$ cat config.mk
export PLATFORM = sky130hd
export DESIGN_NAME = iwr_ctl_watch
export DESIGN_NICKNAME = d
export VERILOG_FILES = /design/src/rtl/iwr_pkg.sv /design/src/rtl/iwr_wb_port.sv /design/src/rtl/iwr_regfile.sv /design/src/rtl/iwr_change_det.sv /design/src/rtl/iwr_ctl_watch.sv
export SDC_FILE = /design/constraint.sdc
export NUM_CORES = 1
export LEC_CHECK = 0
export ABC_AREA = 1
export BUFFER_PORTS_ARGS = -buffer_cell sky130_fd_sc_hd__buf_4
export CAP_MARGIN = 15
export CORE_ASPECT_RATIO = 0.5
export CORE_MARGIN = 2
export CORE_UTILIZATION = 51
export CTS_CLUSTER_DIAMETER = 40
export CTS_CLUSTER_SIZE = 12
export DETAILED_ROUTE_END_ITERATION = 12
export GPL_TIMING_DRIVEN = 0
export HOLD_SLACK_MARGIN = 0.05
export PLACE_DENSITY = 0.77
export SLEW_MARGIN = 20
export SYNTH_ARGS = -nofsm -noshare
export SYNTH_HDL_FRONTEND = slang
export SYNTH_SLANG_ARGS = --single-unit
$ cat constraint.sdc
create_clock -name clk -period 1.7 [get_ports clk]
set_clock_uncertainty 0.1 [all_clocks]
set_input_delay 0.34 -clock clk [delete_from_list [all_inputs] [get_ports clk]]
set_output_delay 0.34 -clock clk [all_outputs]
set_load 0.02 [all_outputs]
$ cat src/rtl/iwr_pkg.sv
package iwr_pkg;

   // Register slots in address order above the base address.
   // The crosspoint bytes follow the fixed slots, least significant first.
   localparam int unsigned IWR_FIXED_REGS = 3;
   localparam int unsigned IWR_SLOT_MASK  = 0;
   localparam int unsigned IWR_SLOT_RELAY = 1;
   localparam int unsigned IWR_SLOT_OPEN  = 2;
   localparam int unsigned IWR_SLOT_XP0   = 3;

endpackage

$ cat src/rtl/iwr_wb_port.sv
module iwr_wb_port (
   input  logic clk,
   input  logic rst_n,
   input  logic cyc_i,
   input  logic stb_i,
   input  logic we_i,
   output logic ack_o,
   output logic wr_fire_o
);

   logic ack_q;
   logic req_new;

   // A request is new while no acknowledge is already pending.
   assign req_new   = cyc_i && stb_i && !ack_q;
   assign wr_fire_o = req_new && we_i;
   assign ack_o     = ack_q;

   always_ff @(posedge clk) begin
      if (!rst_n) ack_q <= 1'b0;
      else        ack_q <= req_new;
   end

   AST_ACK_SINGLE: assert property (@(posedge clk) disable iff (!rst_n)
      ack_o |=> !ack_o);
   AST_ACK_CAUSED: assert property (@(posedge clk) disable iff (!rst_n)
      ack_o |-> $past(cyc_i && stb_i));
   AST_REQ_ANSWERED: assert property (@(posedge clk) disable iff (!rst_n)
      (cyc_i && stb_i && !ack_o) |=> ack_o);

endmodule

$ cat src/rtl/iwr_regfile.sv
module iwr_regfile
   import iwr_pkg::*;
#(
   parameter int unsigned DW       = 8,
   parameter int unsigned AW       = 8,
   parameter int unsigned XP_BYTES = 6,
   parameter int unsigned BASE     = 'h40
) (
   input  logic                   clk,
   input  logic                   rst_n,
   input  logic                   wr_fire_i,
   input  logic [AW-1:0]          wr_adr_i,
   input  logic [DW-1:0]          wr_dat_i,
   output logic [DW-1:0]          mask_o,
   output logic [DW-1:0]          relay_o,
   output logic [DW-1:0]          open_o,
   output logic [XP_BYTES*DW-1:0] xp_o
);

   localparam int unsigned NREG = IWR_FIXED_REGS + XP_BYTES;
   localparam logic [AW-1:0] BASE_A = AW'(BASE);
   localparam logic [AW-1:0] NREG_A = AW'(NREG);

   initial begin
      assert (XP_BYTES >= 1) else $error("iwr_regfile: XP_BYTES must be at least 1");
      assert (DW >= 1)       else $error("iwr_regfile: DW must be at least 1");
      assert (BASE + NREG <= (1 << AW))
         else $error("iwr_regfile: register window exceeds address space");
   end

   logic [NREG-1:0][DW-1:0] bank_q;
   logic [AW-1:0]           offset;
   logic                    hit;

   assign offset = wr_adr_i - BASE_A;
   assign hit    = (wr_adr_i >= BASE_A) && (offset < NREG_A);

   always_ff @(posedge clk) begin
      if (!rst_n) begin
         bank_q <= '0;
      end else begin
         for (int i = 0; i < NREG; i++) begin
            if (wr_fire_i && hit && (offset == AW'(i))) bank_q[i] <= wr_dat_i;
         end
      end
   end

   assign mask_o  = bank_q[IWR_SLOT_MASK];
   assign relay_o = bank_q[IWR_SLOT_RELAY];
   assign open_o  = bank_q[IWR_SLOT_OPEN];

   for (genvar j = 0; j < XP_BYTES; j++) begin : g_xp
      assign xp_o[j*DW +: DW] = bank_q[IWR_SLOT_XP0 + j];
   end

   AST_HOLD_IDLE: assert property (@(posedge clk) disable iff (!rst_n)
      !wr_fire_i |=> $stable(bank_q));
   AST_HOLD_STRAY: assert property (@(posedge clk) disable iff (!rst_n)
      (wr_fire_i && !hit) |=> $stable(bank_q));
   AST_MASK_LANDS: assert property (@(posedge clk) disable iff (!rst_n)
      (wr_fire_i && wr_adr_i == BASE_A) |=> (mask_o == $past(wr_dat_i)));

endmodule

$ cat src/rtl/iwr_change_det.sv
module iwr_change_det #(
   parameter int unsigned DW       = 8,
   parameter bit          REG_KICK = 1'b1
) (
   input  logic          clk,
   input  logic          rst_n,
   input  logic [DW-1:0] sense_i,
   input  logic [DW-1:0] mask_i,
   output logic [DW-1:0] status_o,
   output logic          kick_o
);

   logic [DW-1:0] masked;
   logic [DW-1:0] cur_q;
   logic [DW-1:0] delta;

   assign masked = sense_i & mask_i;
   assign delta  = masked ^ cur_q;

   always_ff @(posedge clk) begin
      if (!rst_n) cur_q <= '0;
      else        cur_q <= masked;
   end

   assign status_o = cur_q;

   if (REG_KICK) begin : g_kick_reg
      // The pulse is registered and lines up with the new status value.
      logic kick_q;
      always_ff @(posedge clk) begin
         if (!rst_n) kick_q <= 1'b0;
         else        kick_q <= |delta;
      end
      assign kick_o = kick_q;

      AST_KICK_TRACKS: assert property (@(posedge clk) disable iff (!rst_n)
         kick_o == (status_o != $past(status_o)));
   end else begin : g_kick_comb
      // The pulse leads the status update by one cycle.
      assign kick_o = |delta;

      AST_KICK_LEADS: assert property (@(posedge clk) disable iff (!rst_n)
         kick_o |=> (status_o != $past(status_o)));
   end

   AST_STATUS_MASKED: assert property (@(posedge clk) disable iff (!rst_n)
      (status_o & ~$past(mask_i)) == '0);

endmodule

$ cat src/rtl/iwr_ctl_watch.sv
module iwr_ctl_watch #(
   parameter int unsigned DW       = 8,
   parameter int unsigned AW       = 8,
   parameter int unsigned XP_BYTES = 6,
   parameter int unsigned BASE     = 'h40,
   parameter bit          REG_KICK = 1'b1
) (
   input  logic                   clk,
   input  logic                   rst_n,
   input  logic [AW-1:0]          wb_adr_i,
   input  logic [DW-1:0]          wb_dat_i,
   output logic [DW-1:0]          wb_dat_o,
   input  logic                   wb_we_i,
   input  logic                   wb_stb_i,
   input  logic                   wb_cyc_i,
   output logic                   wb_ack_o,
   input  logic [DW-1:0]          sense_i,
   output logic                   kick_o,
   output logic [DW-1:0]          status_o,
   output logic [DW-1:0]          relay_o,
   output logic [DW-1:0]          opencoll_o,
   output logic [XP_BYTES*DW-1:0] xpoint_o
);

   initial begin
      assert (AW >= 2) else $error("iwr_ctl_watch: AW too small");
   end

   logic          wr_fire;
   logic [DW-1:0] mask_w;

   iwr_wb_port u_port (
      .clk       (clk),
      .rst_n     (rst_n),
      .cyc_i     (wb_cyc_i),
      .stb_i     (wb_stb_i),
      .we_i      (wb_we_i),
      .ack_o     (wb_ack_o),
      .wr_fire_o (wr_fire)
   );

   iwr_regfile #(
      .DW       (DW),
      .AW       (AW),
      .XP_BYTES (XP_BYTES),
      .BASE     (BASE)
   ) u_regs (
      .clk       (clk),
      .rst_n     (rst_n),
      .wr_fire_i (wr_fire),
      .wr_adr_i  (wb_adr_i),
      .wr_dat_i  (wb_dat_i),
      .mask_o    (mask_w),
      .relay_o   (relay_o),
      .open_o    (opencoll_o),
      .xp_o      (xpoint_o)
   );

   iwr_change_det #(
      .DW       (DW),
      .REG_KICK (REG_KICK)
   ) u_det (
      .clk      (clk),
      .rst_n    (rst_n),
      .sense_i  (sense_i),
      .mask_i   (mask_w),
      .status_o (status_o),
      .kick_o   (kick_o)
   );

   // Reads ignore the address.
   assign wb_dat_o = status_o;

   AST_READ_ON_ACK: assert property (@(posedge clk) disable iff (!rst_n)
      (wb_ack_o && !wb_we_i) |-> (wb_dat_o == status_o));

endmodule

==> impl_metrics.toml, run 1 <==
[sta]
fin_crit_ns = 1.60
whs_ns = 0.131
max_freq_ghz = 0.626
hold_viol_final = 0
setup_viol = 0
period_share_pct = 93.9
setup_ws_ns = 0.103
max_slew_margin_pct = 63.2
maxSlewViolCount = 0
tightest_slew_ns = 0.552

[clock_network]
clkSlewWorstSetupHoldPaths_ns = 0.06
clockBufferDepth = 2
clk_latency_ns = 0.33
ctsHoldBuffers = 0
cts_tree = "done"
cts_buffers = 9
cts_sinks = 82
cts_htree_levels = 3
root_buffer = "clkbuf_16"

[worst_hold_path]
min_path_cells = 3
hold_path.class = "input port to register"
min_to = "u_regs.xp_o[43]"
min_from = "wb_dat_i[3]"

[cells_and_area]
antenna_cells = 0
layout-drive-gt1-share_pct = 26.6
area_growth_pct = 32.9
nFillCells = 601
utilization_pct = 71.0
nNetsFinal = 659

[worst_setup_path]
worst_ep_required_time_ns = 1.83
ff2ff_path_depth = 6
worstPathArrival_ns = 1.73
crit_slowest_cell = "dfxtp_1"
cp_cell_sequence = "nand3b_1 -> a21oi_4 -> buf_2 -> nand4_1 -> nand2_1 -> nor2_1"
crit_path_max_incr_delay_ns = 0.32
r2r_setup_slack_ns = 0.10
end_kind = "register"
startpoint_type = "register"
timing.rr.start = "u_port.ack_o"
path_max_fanout = 10
r2r-end = "u_regs.relay_o[7]"
startpoint = "u_port.ack_o"
crit_type = "register to register"

[logic_synthesis]
netlist_instances = 509
yosysSeqAreaShare_pct = 45.4
syn_nets = 538
yosysWarnings = 0
avgSynthCellArea_sq_um = 7.11
ys_types = 19
synth_seq_cells = 82
synth_area_sq_um = 3620

[global_route]
globalRouteOverflowTotal = 0
grt_antenna_before_repair = 0
track_usage_pct = 24.8
grt_pass1_wl_um = 14800
grt_start_max_net_pins = 12
grt_pass1_vias = 3122

[floorplanning]
num_io_pins = 111
start_util_pct = 53.4
rows = 21
die_h_um = 63.6
die_area_sq_um = 7830
coreArea_sq_um = 6780
die_w_um = 123

[drt]
first_pass_iters = 4
drt-total-wl_um = 9270
post-route-drc-count = 0
first_iter_violations = 218
num_vias = 3618
wl_per_cell_um = 12.8
viasPerCell = 5.00
ant_nets = 0

[status]
status = "complete, no violations"

[power_and_ir_drop]
peakVddDrop_mv = 0.622
p_per_area_nw_per_um2 = 803
p_leak_uw = 0.00226

[flow_run]
cap_viol_max_count = 0

[place]
gp_congestion = 0.834
portBuffers = 109
dpl.hpwl_um = 6860
place_ws_ns = -0.0962
## worst max-delay path by stage
stage	endpoint	slack [ns]	depth (start not counted)
after floorplan	u_regs.open_o[7]	0.25	8
after global placement	u_regs.relay_o[7]	-0.08	9
after detailed placement	u_regs.relay_o[7]	-0.1	9
after CTS	u_regs.xp_o[36]	0.09	6
after global routing	u_regs.relay_o[7]	-0.001	6
final	u_regs.relay_o[7]	0.10	6
## final cells by class
type                       instances  area, sq um  share of cell area, %
buffer                            30          163                   3.38
clock buffer                      11          243                   5.05
multi-input combinational        371         1720                   35.8
clock inverter                     1         5.00                  0.104
tap                               92          115                   2.39
timing repair buffer             110          826                   17.2
sequential                        82         1640                   34.1
inverter                          26         97.6                   2.03
## worst max-delay path, delay by kind of cell, from the launching register on
family / cells / cell delay [ns]
and+or+nand+nor: 4 / 0.50
DFF: 1 / 0.32
AOI/OAI and AO/OA: 1 / 0.29
buffers and inverters: 1 / 0.28
## kinds of logic after synthesis
| family | count (synthesis) | synth area share (%) |
|---|---|---|
| and+or+nand+nor | 366 | 46.1 |
| DFF | 82 | 45.4 |
| buffers and inverters | 56 | 7.12 |
| xor gates and xnor gates | 4 | 0.968 |
| AOI/OAI and AO/OA | 1 | 0.449 |
## sequential cells by signal, indices dropped and copies added (netlist names)
register	count
u_det.kick_o	1
u_det.status_o	8
u_regs.xp_o	48
u_regs.mask_o	8
u_port.ack_o	1
u_regs.open_o	8
u_regs.relay_o	8
## cell usage in the layout (no fill, tap or decap)
cell type	count
buf_1	4
nand2_2	2
a21oi_4	1
nand4_2	1
dfxtp_1	82
xnor2_1	4
or2_2	3
nor2_1	165
buf_4	118
clkbuf_16	9
nor2_2	7
clkinv_2	1
nand4_1	64
clkbuf_8	1
nand2_1	111
inv_1	25
nor2_4	10
clkinv_1	1
clkbuf_4	1
nand3b_1	2
nand3_4	1
clkbuf_1	5
buf_2	13
## metal layers
metal	up-vias	track usage (%)	wire length, um
met4	0	8.10	115
met2	121	38.7	4200
li1	1863	-	-
met1	1620	32.7	4190
met5	-	0	0
met3	14	7.52	770
## stage by stage
stage | setup TNS [ns] | area (sq um) | power [uW] | instances
finish | 0 | 4810 | 3860 | 723
global route | -0.00144 | 4810 | 4010 | 723
CTS | 0 | 4800 | 3890 | 722
detailed placement | -3.22 | 4550 | 2210 | 710
global placement | -2.40 | 4550 | 2210 | 710
floorplan | 0 | 3620 | 2110 | 509
## report_power, final
group          switching (uW)  internal (uW)
logic                     170           85.4
clock network             689            992
registers                1.11           1920
## synth_stat cells, drive strengths merged
cell	n	share of area, %
nand4	65	11
or2	3	0.52
a21oi	1	0.45
nand3	1	0.48
nand2	113	12
buf	26	4.0
clkinv	1	0.10
xnor2	4	0.97
inv	25	2.6
dfxtp	82	45
nor2	182	21
nand3b	2	0.41
clkbuf	4	0.41
## what timing repair did
item	4_1_cts	5_1_grt
hold endpoints to repair	0	0
setup buffers	0	1
resized for setup	0	1
endpoints found under the setup margin	0	14
Note: power is estimated with default switching activity, not from simulation.
==> run 2, diff against run 1 <==
- BUFFER_PORTS_ARGS: -buffer_cell sky130_fd_sc_hd__buf_4 -> -buffer_cell sky130_fd_sc_hd__buf_2
==> run 2 against run 1 <==
- critical path depth stayed put
- setup slack improved by 0.014 ns
- worst hold slack gained 0.016 ns
- maximum frequency rose by 0.88%
- critical path type unchanged
- sequential cell count is the same
- cell area is 4.4% lower
- register-to-register slack hardly changed
- cell count is 0.69% higher
- clock power up 13%
- wire length increased by 1.4%
==> impl_metrics.toml, run 2 (synthesis gave the netlist of run 1 again) <==
[global_route]
grt_start_max_net_pins = 13
met2_usage_pct = 39.1
grt_pass1_wl_um = 15200
busiest_layer = "met2"
grt_antenna_before_repair = 0
track_usage_pct = 25.2
grt_pass1_vias = 3244
globalRouteOverflowTotal = 0
met3_usage_pct = 7.43
use_met1_pct = 33.1

[power_and_ir_drop]
design_power_total_uw = 4070
p_sw_share_pct = 21.9
peakVddDrop_mv = 0.627
p_seq_share_pct = 47.3
clockPowerShare_pct = 46.8
p_leak_uw = 0.00228
p_per_area_nw_per_um2 = 885
p_int_uw = 3180
p_switching_uw = 892
comb_power_share_pct = 6.0

[floorplanning]
start_util_pct = 53.4
die_area_sq_um = 7830
coreArea_sq_um = 6780
die_w_um = 123
rows = 21
num_io_pins = 111
die_h_um = 63.6

[place]
dpl.hpwl_um = 6750
place_area_sq_um = 4280
gp_congestion = 0.886
portBuffers = 109

[drt]
first_pass_iters = 5
drt-total-wl_um = 9400
ant_nets = 0
first_iter_violations = 226
wl_per_cell_um = 12.9
viasPerCell = 5.04
num_vias = 3671
post-route-drc-count = 0

[worst_setup_path]
worst_ep_required_time_ns = 1.83
crit_path_max_incr_delay_ns = 0.32
startpoint = "u_port.ack_o"
cp_num_buf_inv = 1
crit_type = "register to register"
ff2ff_path_depth = 6
cp.depth = 6
startpoint_type = "register"
cpLargestDelayFamily = "simple AND/OR/NAND/NOR gates"
end_kind = "register"
crit_end = "u_regs.xp_o[37]"
crit_slowest_cell = "dfxtp_1"
r2r_setup_slack_ns = 0.12
worstPathArrival_ns = 1.72
path_max_fanout = 10
cp_cell_sequence = "nand3b_1 -> a21oi_4 -> buf_2 -> nand4_1 -> nand2_1 -> nor2_1"
r2r-end = "u_regs.xp_o[37]"
timing.rr.start = "u_port.ack_o"

[sta]
max_slew_margin_pct = 64.6
hold_viol_final = 0
max_freq_ghz = 0.632
setup_viol = 0
rsz0062_at_grt = "no"
maxSlewViolCount = 0
period_share_pct = 93.1
tightest_slew_ns = 0.530
fin_crit_ns = 1.58

[cells_and_area]
utilization_pct = 67.9
multi_input_area_sq_um = 1720
final_cell_mix = "165 x nor2_1, 122 x buf_2, 111 x nand2_1"
layout-drive-gt1-share_pct = 27.2
nNetsFinal = 660
final_area_sq_um = 4600
largest_register_ffs = 48
nFillCells = 629
mostFrequentLayoutCell = "nor2_1"
regArea_sq_um = 1640
area_growth_pct = 27.1
antenna_cells = 0

[clock_network]
cts_sinks = 82
clk_latency_ns = 0.34
ctsHoldBuffers = 0
root_buffer = "clkbuf_16"
cts_tree = "done"
clkSlewWorstSetupHoldPaths_ns = 0.06
clockBufferDepth = 2
cts_htree_levels = 3
cts_buffers = 9

[status]
status = "complete, no violations"

[worst_hold_path]
min_path_cells = 3
hold_path.class = "input port to register"

[flow_run]
cap_viol_max_count = 0
[run 2: changes by cell type in the layout (fill, tap and decap cells not counted)]
cell	change
clkbuf_8	+4
buf_2	+109
buf_4	-108
[run 2: worst min path at each step]
stage	from	endpoint	slack (ns)
4_1_cts	wb_dat_i[3]	u_regs.xp_o[43]	0.14
6_report	wb_dat_i[3]	u_regs.xp_o[43]	0.15
3_3_place_gp	u_regs.relay_o[7]	u_regs.relay_o[7]	0.36
3_5_place_dp	u_regs.open_o[4]	u_regs.open_o[4]	0.37
2_1_floorplan	u_regs.mask_o[3]	u_det.status_o[3]	0.35
5_1_grt	wb_dat_i[2]	u_regs.xp_o[42]	0.16
[run 2: metrics by stage]
stage | setup slack [ns] | cells | setup TNS [ns] | hold slack, ns
finish | 0.117 | 728 | 0 | 0.147
global route | 0.00570 | 728 | 0 | 0.160
CTS | 0.108 | 726 | 0 | 0.140
detailed placement | -0.107 | 710 | -4.16 | 0.366
global placement | -0.0608 | 710 | -1.31 | 0.359
floorplan | 0.250 | 509 | 0 | 0.345
[run 2: worst reg2reg max path: cells and delay by family, from the launching register on]
kind / cells / cell delay, ns
AND/OR/NAND/NOR: 4 / 0.49
AO/OA/AOI/OAI: 1 / 0.29
flip-flops: 1 / 0.32
buffers and inverters: 1 / 0.29
[run 2: area by class of cell]
cell class	count	share of cell area, %
clock buffers	15	6.47
inverters	26	2.12
plain buffers	30	3.54
repair buffers	111	12.2
well taps	92	2.50
multi-input cells	371	37.4
clock inverters	1	0.109
flip-flops and latches	82	35.7
[run 2: repair_timing]
item | CTS | global route
setup endpoints to repair | 0 | 19
gates resized for setup | 0 | 1
buffers inserted | 0 | 2
[run 2: layer usage]
layer | vias up | routed length, um
met1 | 1633 | 4060
met2 | 149 | 4220
met3 | 18 | 937
met4 | 0 | 183
li1 | 1871 | -
met5 | - | 0
[run 2: power groups by stage]
stage	clock, uW	sequential [uW]	combinational [uW]
2_1_floorplan	0	1970	137
3_3_place_gp	0	1970	227
3_5_place_dp	0	1970	232
4_1_cts	1930	1920	234
5_1_grt	2010	1920	267
6_report	1900	1920	243
==> run 3, diff against run 2 <==
- CORE_UTILIZATION: 51 -> 55
- PLACE_DENSITY: 0.77 -> 0.83
- clock period: 1.7 -> 1.97 ns (I/O delays scaled with it)
==> run 3 against run 2 <==
- setup slack better by 0.24 ns
- combinational power fell by 16%
- cell count shrank 0.82%
- via count fell by 0.49%
- sequential power shrank 14%
- sequential cell count unchanged
- first-iteration DRC count up 19%
- maximum frequency decreased by 1.8%
- global-route usage up 1.8 points
- power decreased by 15%
==> impl_metrics.toml, run 3 (synthesis gave the netlist of run 1 again) <==
[cells_and_area]
nNetsFinal = 658
instances_no_fill = 722
mostFrequentLayoutCell = "nor2_1"
layout-drive-gt1-share_pct = 26.8
largest_register_ffs = 48
nFillCells = 544
antenna_cells = 0
final_cell_mix = "165 x nor2_1, 123 x buf_2, 111 x nand2_1"
utilization_pct = 73.5
area_growth_pct = 26.0

[sta]
max_freq_ghz = 0.620
max_slew_margin_pct = 65.4
tightest_slew_ns = 0.519
tns_ns = 0
whs_ns = 0.182
fin_crit_ns = 1.61
rsz0062_at_grt = "no"
period_share_pct = 81.8
maxSlewViolCount = 0
setup_viol = 0
hold_viol_final = 0

[worst_setup_path]
startpoint = "u_port.ack_o"
timing.rr.start = "u_port.ack_o"
worstPathArrival_ns = 1.74
worst_ep_required_time_ns = 2.09
path_max_fanout = 10
startpoint_type = "register"
crit_type = "register to register"
end_kind = "register"

[floorplanning]
num_io_pins = 111
rows = 20
start_util_pct = 58.3
coreArea_sq_um = 6210
die_h_um = 61.4
die_area_sq_um = 7290
die_w_um = 119

[global_route]
grt_pass1_wl_um = 14900
grt_antenna_before_repair = 0
grt_start_max_net_pins = 13
globalRouteOverflowTotal = 0
grt_pass1_vias = 3135
track_usage_pct = 26.9

[flow_run]
cap_viol_max_count = 0

[worst_hold_path]
min_from = "wb_dat_i[3]"
hold_path.class = "input port to register"

[place]
gp_congestion = 0.935
dp_cells = 706
dpl.hpwl_um = 6580
portBuffers = 109

[power_and_ir_drop]
p_per_area_nw_per_um2 = 757
peakVddDrop_mv = 0.508
p_switching_uw = 781
clockPowerShare_pct = 45.9
p_sw_share_pct = 22.6
p_int_uw = 2670
p_seq_share_pct = 48.1
p_leak_uw = 0.00226
design_power_total_uw = 3450
comb_power_share_pct = 6.0

[clock_network]
root_buffer = "clkbuf_16"
cts_tree = "done"
clockBufferDepth = 2
clkSlewWorstSetupHoldPaths_ns = 0.06
cts-resized-gates = 0
cts_setup_buffers = 0
cts_buffers = 9
clk_latency_ns = 0.34
cts_sinks = 82
ctsHoldBuffers = 0
cts_htree_levels = 3

[drt]
num_vias = 3653
ant_nets = 0
wl_per_cell_um = 12.8
first_iter_violations = 268
first_pass_iters = 5
viasPerCell = 5.06
drt-total-wl_um = 9270
post-route-drc-count = 0

[status]
status = "complete, no violations"
run 3: cell count changes in the layout (fill, tap and decap cells not counted), sizes merged:
cell    change
buf         -1
clkbuf      -2
clkinv      +1
run 3: path summary, 6_finish.rpt:
path                                        end  slack [ns]  cells after the start
worst min-delay path            u_regs.xp_o[43]        0.18                      3
worst max register to register   u_regs.xp_o[8]        0.36                      6
worst max-delay path             u_regs.xp_o[8]        0.36                      6
worst min register to register  u_regs.xp_o[27]        0.37                      2
run 3: layout make-up:
type | instances | area [sq um] | share of cell area [%]
inverter | 26 | 97.6 | 2.14
sequential | 82 | 1640 | 36.0
timing repair buffer | 109 | 546 | 12.0
multi-input combinational | 371 | 1720 | 37.7
clock inverter | 2 | 10.0 | 0.220
buffer | 30 | 160 | 3.51
tap | 88 | 110 | 2.41
clock buffer | 14 | 274 | 6.01
run 3: power groups by stage:
stage                     clock network, uW  registers, uW  logic [uW]
after CTS                              1600           1660         201
after global placement                    0           1700         196
after detailed placement                  0           1700         199
after global routing                   1680           1660         225
final                                  1580           1660         205
after floorplan                           0           1700         118
run 3: layer usage:
| layer | track usage (%) | vias to the layer above | share of wire [%] |
|---|---|---|---|
| li1 | - | 1871 | - |
| met1 | 33.7 | 1615 | 44 |
| met2 | 44.5 | 151 | 45 |
| met3 | 8.98 | 16 | 9.7 |
| met4 | 10.9 | 0 | 1.6 |
| met5 | 0 | - | 0 |
run 3: through the flow:
stage          setup slack (ns)  cell area [sq um]
2_1_floorplan             0.466               3620
3_3_place_gp              0.159               4280
3_5_place_dp              0.101               4280
4_1_cts                   0.398               4560
5_1_grt                   0.228               4560
6_report                  0.358               4560
run 3: worst max-delay path, cell delays in order, from the launching register on:
cell	delay, ns
dfxtp_1	0.31
nand3b_1	0.22
a21oi_4	0.29
buf_2	0.30
nand4_1	0.11
nand2_1	0.10
nor2_1	0.06
